$ cat config.mk
export PLATFORM = sky130hd
export DESIGN_NAME = da2_mac
export DESIGN_NICKNAME = d
export VERILOG_FILES = /design/src/rtl/da2_pkg.sv /design/src/rtl/da_coef_rom.sv /design/src/rtl/da_csa_row.sv /design/src/rtl/da2_mac.sv
export SDC_FILE = /design/constraint.sdc
export NUM_CORES = 1
export LEC_CHECK = 0
export ABC_AREA = 1
export BUFFER_PORTS_ARGS = -buffer_cell sky130_fd_sc_hd__buf_2
export CAP_MARGIN = 0
export CORE_MARGIN = 8
export CORE_UTILIZATION = 43
export CTS_CLUSTER_SIZE = 24
export DETAILED_ROUTE_END_ITERATION = 12
export GPL_TIMING_DRIVEN = 0
export SYNTH_ARGS = -nofsm -noshare
export SYNTH_HDL_FRONTEND = slang
export SYNTH_HIERARCHICAL = 1
export SYNTH_SLANG_ARGS = --single-unit
$ cat constraint.sdc
create_clock -name clk -period 3.2 [get_ports clk]
set_input_delay 0.16 -clock clk [delete_from_list [all_inputs] [get_ports clk]]
set_output_delay 0.16 -clock clk [all_outputs]
set_load 0.01 [all_outputs]
$ cat src/rtl/da2_pkg.sv
package da2_pkg;
    // Number of operands sharing one table address.
    localparam int DA_TERMS = 4;
    // Entries of one subset-sum table.
    localparam int DA_DEPTH = 1 << DA_TERMS;
    // Shift applied to the even table word before accumulation.
    localparam int DA_PRESHIFT = 2;
endpackage

$ cat src/rtl/da_coef_rom.sv
module da_coef_rom #(
    parameter int TERMS = 4,
    parameter int CW    = 16,
    parameter logic [TERMS*CW-1:0] COEFS = '0
) (
    input  logic [TERMS-1:0]       addr,
    output logic signed [CW-1:0]   word
);
    localparam int DEPTH = 1 << TERMS;
    localparam int SW    = CW + 2;

    function automatic logic signed [CW-1:0] subset_sum(input int unsigned a);
        logic signed [SW-1:0] s;
        s = '0;
        for (int j = 0; j < TERMS; j++) begin
            if (((a >> j) & 32'd1) != 32'd0) begin
                s = s + SW'($signed(COEFS[j*CW +: CW]));
            end
        end
        return s[CW-1:0];
    endfunction

    logic signed [CW-1:0] tbl [DEPTH];

    for (genvar a = 0; a < DEPTH; a++) begin : g_word
        assign tbl[a] = subset_sum(a);
    end

    assign word = tbl[addr];
endmodule

$ cat src/rtl/da_csa_row.sv
module da_csa_row #(
    parameter int W = 20
) (
    input  logic [W-1:0] a,
    input  logic [W-1:0] b,
    input  logic [W-1:0] c,
    output logic [W-1:0] sum,
    output logic [W-1:0] carry
);
    for (genvar i = 0; i < W; i++) begin : g_fa
        assign sum[i]   = a[i] ^ b[i] ^ c[i];
        assign carry[i] = (a[i] & b[i]) | (a[i] & c[i]) | (b[i] & c[i]);
    end

    always_comb begin

        csa_sum_chk: assert (W'(sum + (carry << 1)) == W'(a + b + c));
    end
endmodule

$ cat src/rtl/da2_mac.sv
module da2_mac
    import da2_pkg::*;
#(
    parameter int IN_W  = 16,
    parameter int CW    = 16,
    parameter int ACC_W = 20,
    parameter logic [DA_TERMS*CW-1:0] COEFS =
        {16'(-1598), 16'(7568), 16'(-3135), 16'(5793)}
) (
    input  logic                 clk,
    input  logic                 rst_n,
    input  logic                 start,
    input  logic [DA_TERMS-1:0]  plane_even,
    input  logic [DA_TERMS-1:0]  plane_odd,
    output logic                 done,
    output logic [ACC_W-1:0]     result
);
    localparam int PAIRS  = IN_W / 2;
    localparam int STEP_W = $clog2(PAIRS);
    localparam logic [STEP_W-1:0] LAST_STEP = STEP_W'(PAIRS - 1);

    typedef struct packed {
        logic                    busy;
        logic [STEP_W-1:0]       step;
        logic signed [ACC_W-1:0] acc;
        logic signed [ACC_W-1:0] res;
        logic                    done;
    } st_t;

    st_t st_d, st_q;

    logic signed [CW-1:0]    word_even, word_odd, odd_sel;
    logic [ACC_W-1:0]        op_acc, op_even, op_odd;
    logic [ACC_W-1:0]        csa_s, csa_c;
    logic signed [ACC_W-1:0] cpa_sum, acc_next;
    logic [STEP_W-1:0]       cur_step;
    logic                    active, last;

    da_coef_rom #(.TERMS(DA_TERMS), .CW(CW), .COEFS(COEFS)) u_rom_even (
        .addr (plane_even),
        .word (word_even)
    );

    da_coef_rom #(.TERMS(DA_TERMS), .CW(CW), .COEFS(COEFS)) u_rom_odd (
        .addr (plane_odd),
        .word (word_odd)
    );

    // Operand preparation: the sign plane is negated as ~w*8 + 7 plus carry-in 1.
    always_comb begin
        active   = start | st_q.busy;
        cur_step = start ? '0 : st_q.step;
        last     = st_q.busy && !start && (st_q.step == LAST_STEP);
        odd_sel  = last ? ~word_odd : word_odd;
        op_acc   = start ? '0 : st_q.acc;
        op_even  = ACC_W'(word_even) <<< DA_PRESHIFT;
        op_odd   = (ACC_W'(odd_sel) <<< (DA_PRESHIFT + 1))
                 | (last ? ACC_W'((1 << (DA_PRESHIFT + 1)) - 1) : '0);
    end

    da_csa_row #(.W(ACC_W)) u_csa (
        .a     (op_acc),
        .b     (op_even),
        .c     (op_odd),
        .sum   (csa_s),
        .carry (csa_c)
    );

    always_comb begin
        cpa_sum  = csa_s + (csa_c << 1) + ACC_W'(last);
        acc_next = cpa_sum >>> 2;

        st_d      = st_q;
        st_d.done = 1'b0;
        if (active) begin
            st_d.acc  = acc_next;
            st_d.step = cur_step + STEP_W'(1);
            st_d.busy = !last;
            if (last) begin
                st_d.res  = acc_next;
                st_d.done = 1'b1;
            end
        end
    end

    always_ff @(posedge clk or negedge rst_n) begin
        if (!rst_n) begin
            st_q <= '0;
        end else begin
            st_q <= st_d;
        end
    end

    assign done   = st_q.done;
    assign result = st_q.res;


    done_single_chk: assert property (@(posedge clk) disable iff (!rst_n)
        st_q.done |=> !st_q.done);


    done_after_last_chk: assert property (@(posedge clk) disable iff (!rst_n)
        st_q.done |-> $past(st_q.busy && !start && st_q.step == LAST_STEP));


    start_arms_chk: assert property (@(posedge clk) disable iff (!rst_n)
        start |=> (st_q.busy && st_q.step == STEP_W'(1)));


    res_hold_chk: assert property (@(posedge clk) disable iff (!rst_n)
        !st_q.done |-> $stable(st_q.res));


    busy_keeps_chk: assert property (@(posedge clk) disable iff (!rst_n)
        (st_q.busy && st_q.step != LAST_STEP) |=> st_q.busy);
endmodule

==> impl_results.md, run 1 <==
- Vias: about 3700
- Commonest non-fill, non-tap cells in the layout: 154 x nand2_1, 56 x inv_1, 49 x nand3_1
- Largest family of logic cells by synthesized area: simple AND/OR/NAND/NOR gates
- Drc violations: 0
- Fraction of synthesized area in multiplexers: 0%
- Rows: 36
- Sequential element share of the synthesized area: about a quarter
- Clock sinks: between 40 and 50
- Worst Hold Class: in2async
- Starting density of the core: a little over two fifths
- Antenna diodes: 0
- Top Ports: 32
- Part of the power in combinational logic: about two thirds
- Clk pwr share: a little under an eighth
- Pin count of the biggest net entering global routing: between 40 and 50
- CTS clock-pin slew for the worst setup and hold paths: approximately 80 ps
- Async set-reset flop share out of synthesis: 100%
- Post-synth EDFFs: 0
- Finished Cell Area: about 5000 um^2
- Setup crit start kind: register
- Vias per cell: between 4 and 5
- Least-Margin Pin Slew: roughly 950 ps
- Final Max Slew Viols: 0
- Data arrival time of the critical path: 3200 ps
- Clock latency on the worst-skew pair: about 300 ps
- Filler Cell Count: 991
- Iter 0 DRT Violations: around 190
- Final hold violation count: 8
- Minimum clock period: just over 3000 ps
- Syn Area/Cell: 7.28 um^2
- Hold Slack: -15.3 ps
- Grt ovf: 0
- Sw Pwr: approximately 1.8 mW
- Post-Synth Adder-Cell Area: between 20% and 30%
- Ys flop type: dfrtp_1
- CP Cell Sequence: nand2_4, nor2_8, buf_12, xor2_2, fa_1, ha_4, nand2_4, nor2_2, inv_1, nor3_2, nand4_1, nand3_1, nand2_1, nand3_1, o21ai_0
- Dpl cell area: approximately 4500 um^2
- FF+latch count, synth: 41
- Internal power: 2.09 mW
- Worst-path maximum fanout: 6
- ANT nets after route: 0
- Die X: approximately 110 um
- Flop pwr share: roughly 22%
- TritonCTS clock tree: done
- Req. time, crit path: roughly 3400 ps
- Die Span Y: 115 um
- Clock Skews: around 6.7 ps
- Power per cell area: 767 nW/um^2
- Gate Count Post-Synth: ~580
- Slew HR: between 30% and 40%
- Largest stage delay, worst path: ~480 ps
- Layout cell share with drive strength beyond 1: 21.8%
- Tot GR Track Use: about 16%
- H-tree Lvls: 2
- Switching Share: 45.8%
- Worst vdd ir: ~0.25 mV
- HPWL after DPL: roughly 8400 um
- Post-Synth XOR/XNOR Area: 5.41%
- Nets@finish: ~700
- First-pass detailed-route iteration total: 5
- Synth cell types: 35
- Max Buffers Root-to-Sink: 2
- Syn. warnings: 6
- Status: finished, violations left
- Initial antenna violation count: 0
- Cell Area, Synth: between 4000 and 5000 um^2
- Final wirelength: around 11000 um
- Total power: ~3.8 mW
- Port-buffer cells: 31
- Max-cap viol count: 0
- Vias in the first global route: ~3500
- Synth-to-Final Area Change: 19.2%
- CTS Root Buffer Type: clkbuf_8
- Most common cell after layout, fill and taps aside: nand2_1
- First-pass GRT wire length: around 17000 um
- CORE AREA: around 9600 um^2
- Wire per inst: between 10 and 15 um
- Synth Area in Compound Gates: 9.09%
- Die Area: ~13000 um^2
- CTS Hold Buffers Added: 0
- Critical path endpoint category: register
- Routability cong.: slightly below 0.9
- Crit path kind: reg2reg
- Failing checks: hold timing
- F_max: ~330 MHz
- CP max-delay cell: fa_1
- Num CTS Buffers: 5
- Leakage Power: approximately 2.7 nW
- Simple logic cell fraction of the synthesized area: between 20% and 30%
- Crit share post-route: between 90% and 100%
- Fin util: between 50% and 60%
- # setup viols final: 0
[per-layer routing]
metal / share of wire, % / vias up / GRT usage, %
li1: - / 1901 / -
met1: 47 / 1669 / 22.3
met2: 47 / 77 / 26.5
met3: 3.9 / 12 / 1.94
met4: 2.1 / 0 / 5.43
met5: 0 / - / 0
[worst max-delay path: cells and delay by family, from the launching register on]
kind / cells / cell delay (ps)
compound gates: 1 / 90
buf+inv: 2 / 240
flops: 1 / 400
simple gates: 9 / 1190
fa+ha+maj: 2 / 810
xor+xnor: 1 / 160
[state kept, by name, indices dropped and copies added (netlist names)]
name,cells
st_q,22
done,1
result,18
[power by group through the flow]
stage          combinational, mW  sequential [mW]  clock [mW]
2_1_floorplan               1.70            0.834           0
3_3_place_gp                2.22            0.853           0
3_5_place_dp                2.24            0.860           0
4_1_cts                     2.27            0.852       0.458
5_1_grt                     2.87            0.879       0.477
6_report                    2.55            0.852       0.443
[layout make-up]
class / count / area [um^2] / share of cell area, %
buffer: 43 / 312 / 6.21
clock buffer: 6 / 82.6 / 1.65
clock inverter: 2 / 37.5 / 0.748
inverter: 61 / 233 / 4.64
multi-input combinational: 433 / 2900 / 57.7
sequential: 41 / 1030 / 20.4
tap: 133 / 166 / 3.32
timing repair buffer: 43 / 265 / 5.28
[through the flow]
| stage | setup WS, ps | setup TNS (ps) | instances |
|---|---|---|---|
| floorplan | 260 | 0 | 579 |
| global placement | -270 | -3850 | 743 |
| detailed placement | -284 | -4320 | 743 |
| CTS | 2.33 | 0 | 753 |
| global route | -48.6 | -141 | 762 |
| finish | 168 | 0 | 762 |
[cells in the mapped netlist, types with 4 or more instances]
cell	n	area, um^2
nor2_1	44	165
o21ai_0	39	195
o21ai_1	4	20.0
buf_4	29	218
nand3_1	50	250
clkbuf_1	8	30.0
dfrtp_1	41	1030
nand2_2	4	25.0
nand4_1	4	25.0
xor2_1	21	184
nor3_1	4	20.0
inv_1	58	218
xnor2_1	5	43.8
nand3b_1	5	37.5
nand2_1	160	601
fa_1	20	400
a21oi_1	19	95.1
ha_1	37	463
[final timing paths]
path / startpoint / to / slack [ps] / cells after the start
setup reg to reg: st_q[43]$_DFFE_PN0N_ / st_q[36]$_DFFE_PN0N_ / 170 / 15
min in group clk: start / done$_DFF_PN0_ / 380 / 4
setup / recovery: st_q[43]$_DFFE_PN0N_ / st_q[36]$_DFFE_PN0N_ / 170 / 15
max in group asynchronous: rst_n / st_q[37]$_DFFE_PN0N_ / 2600 / 1
hold reg to reg: result[9]$_DFFE_PN0P_ / result[9]$_DFFE_PN0P_ / 480 / 2
hold / removal: rst_n / st_q[26]$_DFFE_PN0N_ / -20 / 1
[cells by family (layout without fill, tap and decap cells)]
family / count (synthesis) / after routing
compound gates: 70 / 70
fa+ha+maj: 57 / 57
other cells: 3 / 4
buf+inv: 105 / 155
simple gates: 276 / 276
flops: 41 / 41
xor+xnor: 26 / 26
[timing repair]
action,CTS,global route
gates resized for setup,5,51
pin swaps,2,16
buffers inserted,2,9
cloned,0,1
endpoints found under the setup margin,28,22
(Power assumes the default switching activity.)
==> run 2: changes to the inputs <==
==> constraint.sdc (replaced) <==
create_clock -name clk -period 3.4 [get_ports clk]
set_input_delay 0.17 -clock clk [delete_from_list [all_inputs] [get_ports clk]]
set_output_delay 0.17 -clock clk [all_outputs]
set_load 0.01 [all_outputs]
==> run 2 against run 1 <==
  * The run still ends with hold timing left
  * Register-to-register slack better by 40 ps
  * Via count fell by 0.30%
  * First-iteration DRC count grew 8.4%
  * Sequential share of layout area grew 1.2 points
  * Critical endpoint is now result[17]$_DFFE_PN0P_
  * Clock skew shrank 0.67 ps
  * Clock-buffer cell count unchanged
  * Global-route usage is 0.089 points lower
  * Combinational power down 15%
  * Clock power fell by 5.9%
  * Die area stayed put
  * Critical path type unchanged
  * Utilization shrank 2.8 points
  * Non-clock buffer count fell by 6
==> impl_results.md, run 2 (synthesis gave the netlist of run 1 again) <==
- Initial antenna violation count: 0 (unchanged)
- Largest stage delay, worst path: 450 ps (was 480 ps)
- Pin count of the biggest net entering global routing: 42 (unchanged)
- HPWL after DPL: 8350 um (unchanged)
- Commonest non-fill, non-tap cells in the layout: 159 x nand2_1, 58 x inv_1, 50 x nand3_1 (was 154 x nand2_1, 56 x inv_1, 49 x nand3_1)
- Max FFs per register: 22 (unchanged)
- Biggest register: st_q (unchanged)
- Critical Path Source: st_q[41]$_DFFE_PN0N_ (was st_q[43]$_DFFE_PN0N_)
- H-tree Lvls: 2 (unchanged)
- Dpl cell area: 4540 um^2 (unchanged)
- Hold Slack: -7.49 ps (was -15.3 ps)
- CTS clock-pin slew for the worst setup and hold paths: 80 ps (about the same)
- Synth-to-Final Area Change: 12.8% (was 19.2%)
- R2R depth: 12 (was 15)
- Vias in the first global route: 3535 (was 3546)
- Buffer and inverter count on the worst path: 1 (was 2)
- Setup_tns: 0 ps (unchanged)
- CP Cell Sequence: nand3_2, nor2_8, clkbuf_4, xor2_1, fa_1, ha_1, a21oi_1, o21ai_0, a211oi_2, nand3_1, nand3_1, nand2_1 (was nand2_4, nor2_8, buf_12, xor2_2, fa_1, ha_4, nand2_4, nor2_2, inv_1, nor3_2, nand4_1, nand3_1, nand2_1, nand3_1, o21ai_0)
- Clock sinks: 41 (unchanged)
- Crit path to: result[17]$_DFFE_PN0P_ (was st_q[36]$_DFFE_PN0N_)
- # setup viols final: 0 (unchanged)
- Minimum clock period: 3200 ps (was 3030 ps)
- Rows: 36 (unchanged)
- Least-Margin Pin Slew: 925 ps (was 952 ps)
- Top Ports: 32 (unchanged)
- First-pass GRT wire length: 17300 um (about the same)
- Wire per inst: 13.6 um (was 13.9 um)
- Data arrival time of the critical path: 3390 ps (was 3200 ps)
- Port-buffer cells: 31 (unchanged)
- Tot GR Track Use: 16.4% (about the same)
- Req. time, crit path: 3590 ps (was 3360 ps)
- R2R Path End: result[17]$_DFFE_PN0P_ (was st_q[36]$_DFFE_PN0N_)
- RSZ-0062 raised after global routing: true
- Antenna diodes: 0 (unchanged)
- Grt ovf: 0 (unchanged)
- Starting density of the core: 43.7% (unchanged)
- Die X: 115 um (unchanged)
- Max-cap viol count: 0 (unchanged)
- Fin cells: 756 (was 762)
- Nets@finish: 690 (was 696)
- Drc violations: 0 (unchanged)
- Worst path depth: 12 (was 15)
- CORE AREA: 9640 um^2 (unchanged)
- Inst Count DP: 743 (unchanged)
- Final wirelength: 10300 um (was 10600 um)
- Top cell family by delay on the critical path: adder cells (was simple AND/OR/NAND/NOR gates)
- Setup crit start kind: register (unchanged)
- PnR worst setup slack: 204 ps (was 168 ps)
- CTS Hold Buffers Added: 0 (unchanged)
- Die Area: 13200 um^2 (unchanged)
- Iter 0 DRT Violations: 207 (was 191)
- Final hold violation count: 5 (was 8)
- Worst Hold Class: in2async (unchanged)
- Layout cell share with drive strength beyond 1: 16.5% (was 21.8%)
- CTS Root Buffer Type: clkbuf_8 (unchanged)
- F_max: 313 MHz (was 330 MHz)
- Finished Cell Area: 4750 um^2 (was 5020 um^2)
- Worst vdd ir: 0.234 mV (was 0.248 mV)
- TritonCTS clock tree: done (unchanged)
- Fin util: 49.3% (was 52.1%)
- Failing checks: hold timing (unchanged)
- Post-place setup slack: -84.2 ps (was -284 ps)
- R2R setup slack: 200 ps (was 170 ps)
- Vias per cell: 4.83 (was 4.80)
- Status: finished, violations left (unchanged)
- RR Startpoint: st_q[41]$_DFFE_PN0N_ (was st_q[43]$_DFFE_PN0N_)
- Slew HR: 38.3% (was 36.5%)
- Power per cell area: 712 nW/um^2 (was 767 nW/um^2)
- CP max-delay cell: fa_1 (unchanged)
- ANT nets after route: 0 (unchanged)
- Total power: 3.38 mW (was 3.85 mW)
- Most common cell after layout, fill and taps aside: nand2_1 (unchanged)
- Max Buffers Root-to-Sink: 2 (unchanged)
- Crit share post-route: 94.0% (was 94.7%)
- Worst-path maximum fanout: 10 (was 6)
- Clock Skews: 6.04 ps (was 6.71 ps)
- Leakage Power: 2.64 nW (was 2.68 nW)
- Routability cong.: 0.885 (unchanged)
- Clock latency on the worst-skew pair: 300 ps (about the same)
- First-pass detailed-route iteration total: 5 (unchanged)
- Num CTS Buffers: 5 (unchanged)
- Crit path top cell by count: nand3_1
- Critical path endpoint category: register (unchanged)
- Die Span Y: 115 um (unchanged)
- Crit path kind: reg2reg (unchanged)
- Vias: 3648 (was 3659)
- Final Max Slew Viols: 0 (unchanged)
run 2: area by class of cell:
class,count,area [um^2]
Fill cell,1018,4890
Multi-Input combinational cell,433,2710
Sequential cell,41,1030
Buffer,44,307
Inverter,61,229
Timing Repair Buffer,36,193
Tap cell,133,166
Clock buffer,6,82.6
Clock inverter,2,37.5
run 2: worst min path at each step:
stage | start | to | slack, ps | depth (start not counted)
2_1_floorplan | rst_n | done$_DFF_PN0_ | -130 | 0
3_3_place_gp | rst_n | st_q[26]$_DFFE_PN0N_ | 350 | 1
3_5_place_dp | rst_n | st_q[26]$_DFFE_PN0N_ | 370 | 1
4_1_cts | rst_n | st_q[26]$_DFFE_PN0N_ | 40 | 1
5_1_grt | rst_n | st_q[26]$_DFFE_PN0N_ | 80 | 1
6_report | rst_n | st_q[26]$_DFFE_PN0N_ | -7 | 1
run 2: layer usage:
layer | GRT usage (%) | wire, um | vias up
met4 | 5.43 | 165 | 0
met2 | 26.3 | 4720 | 72
met1 | 22.3 | 5020 | 1675
met5 | 0 | 0 | -
li1 | - | - | 1892
met3 | 1.89 | 378 | 9
run 2: power breakdown:
part / internal (mW) / total, mW / switching (mW) / leakage (nW)
sequential: 0.706 / 0.800 / 0.0942 / 0.503
clock: 0.239 / 0.417 / 0.178 / 0.0574
combinational: 0.861 / 2.16 / 1.30 / 2.08
total: 1.81 / 3.38 / 1.58 / 2.64
run 2: repair_timing:
action	CTS	global route
pin swaps	0	2
endpoints found under the setup margin	12	17
buffers inserted	0	5
resized for setup	2	15
==> run 3: changes to the inputs <==
--- a/config.mk
+++ b/config.mk
@@ -7,12 +7,13 @@
 export LEC_CHECK = 0
 export ABC_AREA = 1
 export BUFFER_PORTS_ARGS = -buffer_cell sky130_fd_sc_hd__buf_2
-export CAP_MARGIN = 0
+export CAP_MARGIN = 30
 export CORE_MARGIN = 8
-export CORE_UTILIZATION = 43
+export CORE_UTILIZATION = 62
 export CTS_CLUSTER_SIZE = 24
 export DETAILED_ROUTE_END_ITERATION = 12
 export GPL_TIMING_DRIVEN = 0
+export PLACE_DENSITY = 0.82
 export SYNTH_ARGS = -nofsm -noshare
 export SYNTH_HDL_FRONTEND = slang
 export SYNTH_HIERARCHICAL = 1
==> run 3 against run 2 <==
  * The run still ends with hold timing left
  * Via count rose by 3.2%
  * Clock-buffer cell count fell by 1
  * Clock skew rose by 8.6 ps
  * Sequential cell count did not move
  * Critical path depth rose by 1
  * First-iteration DRC count fell by 19%
  * Non-clock buffer count did not move
  * Total power fell by 3.3%
  * Setup slack got worse by 48 ps
  * Global-route usage rose by 4.8 points
  * Largest cell class unchanged
==> impl_results.md, run 3 (synthesis gave the netlist of run 1 again) <==
- Failing checks: hold timing (unchanged)
- Final hold violation count: 7 (was 5)
- Leakage Power: 2.63 nW (was 2.64 nW)
- CP max-delay cell: fa_1 (unchanged)
- Critical path endpoint category: register (unchanged)
- TritonCTS clock tree: done (unchanged)
- Most common cell after layout, fill and taps aside: nand2_1 (unchanged)
- Setup crit start kind: register (unchanged)
- Grt ovf: 0 (unchanged)
- HPWL after DPL: 8020 um (was 8350 um)
- Die Area: 9680 um^2 (was 13200 um^2)
- Routability cong.: 0.902 (was 0.885)
- CTS clock-pin slew for the worst setup and hold paths: 90 ps (was 80 ps)
- Pin count of the biggest net entering global routing: 42 (unchanged)
- Initial antenna violation count: 0 (unchanged)
- Met3 GRT Util: 3.63% (was 1.89%)
- R2R depth: 13 (was 12)
- # setup viols final: 0 (unchanged)
- First-pass GRT wire length: 16800 um (was 17300 um)
- Port-buffer cells: 31 (unchanged)
- Slew HR: 39.6% (was 38.3%)
- Worst vdd ir: 0.210 mV (was 0.234 mV)
- Power per cell area: 703 nW/um^2 (was 712 nW/um^2)
- Data arrival time of the critical path: 3420 ps (was 3390 ps)
- Layout cell share with drive strength beyond 1: 16.2% (was 16.5%)
- Setup_tns: 0 ps (unchanged)
- Clock Skews: 14.6 ps (was 6.04 ps)
- ANT nets after route: 0 (unchanged)
- Final wirelength: 9790 um (was 10300 um)
- Vias in the first global route: 3638 (was 3535)
- Clock sinks: 41 (unchanged)
- Filler Cell Count: 607 (was 1018)
- CTS Root Buffer Type: clkbuf_8 (unchanged)
- Clock latency on the worst-skew pair: 300 ps (about the same)
- Max-cap viol count: 0 (unchanged)
- Tot GR Track Use: 21.2% (was 16.4%)
- Top Ports: 32 (unchanged)
- Crit path to: st_q[29]$_DFFE_PN0N_ (was result[17]$_DFFE_PN0P_)
- Met2 GRT Util: 35.2% (was 26.3%)
- Minimum clock period: 3240 ps (was 3200 ps)
- Status: finished, violations left (unchanged)
- CP Cell Sequence: nand3_2, nor2_8, buf_4, xor2_2, fa_1, ha_1, a21oi_2, o21ai_0, a21oi_1, nand2_1, or2_2, nand3_1, o21ai_0 (was nand3_2, nor2_8, clkbuf_4, xor2_1, fa_1, ha_1, a21oi_1, o21ai_0, a211oi_2, nand3_1, nand3_1, nand2_1)
- Die Span Y: 98.4 um (was 115 um)
- Critical Path Source: st_q[44]$_DFFE_PN0N_ (was st_q[41]$_DFFE_PN0N_)
- Vias per cell: 5.36 (was 4.83)
- F_max: 308 MHz (was 313 MHz)
- Antenna diodes: 0 (unchanged)
- First-pass detailed-route iteration total: 4 (was 5)
- R2R Path End: st_q[29]$_DFFE_PN0N_ (was result[17]$_DFFE_PN0P_)
- Die X: 98.4 um (was 115 um)
- Starting density of the core: 63.0% (was 43.7%)
- Drc violations: 0 (unchanged)
- Vias: 3766 (was 3648)
- Biggest register: st_q (unchanged)
- Final Max Slew Viols: 0 (unchanged)
- Max Buffers Root-to-Sink: 2 (unchanged)
- Commonest non-fill, non-tap cells in the layout: 160 x nand2_1, 58 x inv_1, 50 x nand3_1 (was 159 x nand2_1, 58 x inv_1, 50 x nand3_1)
- Crit share post-route: 95.4% (was 94.0%)
- H-tree Lvls: 2 (unchanged)
- Nets@finish: 690 (unchanged)
- Hold Slack: -13.9 ps (was -7.49 ps)
- Wire per inst: 13.9 um (was 13.6 um)
- Crit path kind: reg2reg (unchanged)
- Iter 0 DRT Violations: 167 (was 207)
- CTS Hold Buffers Added: 0 (unchanged)
- Worst Hold Class: in2async (unchanged)
- Least-Margin Pin Slew: 905 ps (was 925 ps)
- Synth-to-Final Area Change: 10.5% (was 12.8%)
- RR Startpoint: st_q[44]$_DFFE_PN0N_ (was st_q[41]$_DFFE_PN0N_)
- Max FFs per register: 22 (unchanged)
- Worst-path maximum fanout: 6 (was 10)
- Req. time, crit path: 3570 ps (was 3590 ps)
- R2R setup slack: 160 ps (was 200 ps)
- Crit path top cell by count: o21ai_0 (was nand3_1)
- Met1 GRT Util: 26.7% (was 22.3%)
- Total power: 3.27 mW (was 3.38 mW)
- Largest stage delay, worst path: 450 ps (about the same)
- Rows: 30 (was 36)
- Num CTS Buffers: 5 (unchanged)
- CORE AREA: 6680 um^2 (was 9640 um^2)
- GRT busiest layer: met2 (unchanged)
-- run 3: cell type report --
class	count	area, um^2	share of cell area, %
Buffer	44	303	6.51
Clock buffer	5	68.8	1.48
Clock inverter	3	17.5	0.377
Inverter	61	229	4.92
Multi-Input combinational cell	433	2700	58.1
Sequential cell	41	1030	22.1
Tap cell	80	100	2.15
Timing Repair Buffer	36	205	4.41
-- run 3: timing repair --
action,4_1_cts,5_1_grt
setup endpoints to repair,7,18
buffers inserted,0,5
pin swaps,0,1
gates resized for setup,1,13
-- run 3: where the power goes --
group / internal (mW) / switching (mW) / total [mW]
Clock: 0.142 / 0.173 / 0.315
Combinational: 0.856 / 1.29 / 2.15
Sequential: 0.706 / 0.0960 / 0.802
-- run 3: routing by layer --
metal / share of wire, % / wire [um] / up-vias
li1: - / - / 1896
met5: 0 / 0 / -
met1: 45 / 4410 / 1746
met2: 47 / 4580 / 106
met4: 2.8 / 271 / 0
met3: 5.4 / 529 / 18
-- run 3: worst min path at each step --
| stage | end | slack [ps] | cells after the start |
|---|---|---|---|
| final | st_q[26]$_DFFE_PN0N_ | -10 | 1 |
| after global routing | st_q[25]$_DFFE_PN0N_ | 70 | 1 |
| after CTS | st_q[26]$_DFFE_PN0N_ | 20 | 1 |
| after detailed placement | st_q[26]$_DFFE_PN0N_ | 360 | 1 |
| after global placement | st_q[26]$_DFFE_PN0N_ | 350 | 1 |
| after floorplan | done$_DFF_PN0_ | -130 | 0 |
-- run 3: per-stage QoR --
step                instance area [um^2]  utilization [%]  worst slack, ps  instances  hold WS, ps
floorplan                           4210                -              460        579         -126
global placement                    4470             66.9            -19.9        690          346
detailed placement                  4470             66.9            -78.5        690          357
CTS                                 4560             68.2             9.59        698         20.5
global route                        4650             69.6            -24.7        703         66.9
finish                              4650             69.6              156        703        -13.9
-- run 3: critical path, delay by kind of cell (launching register included) --
kind            cells  cell delay (ps)
flops               1              410
fa+ha+maj           2              840
compound gates      4              590
xor+xnor            1              210
simple gates        5              880
buf+inv             1              170
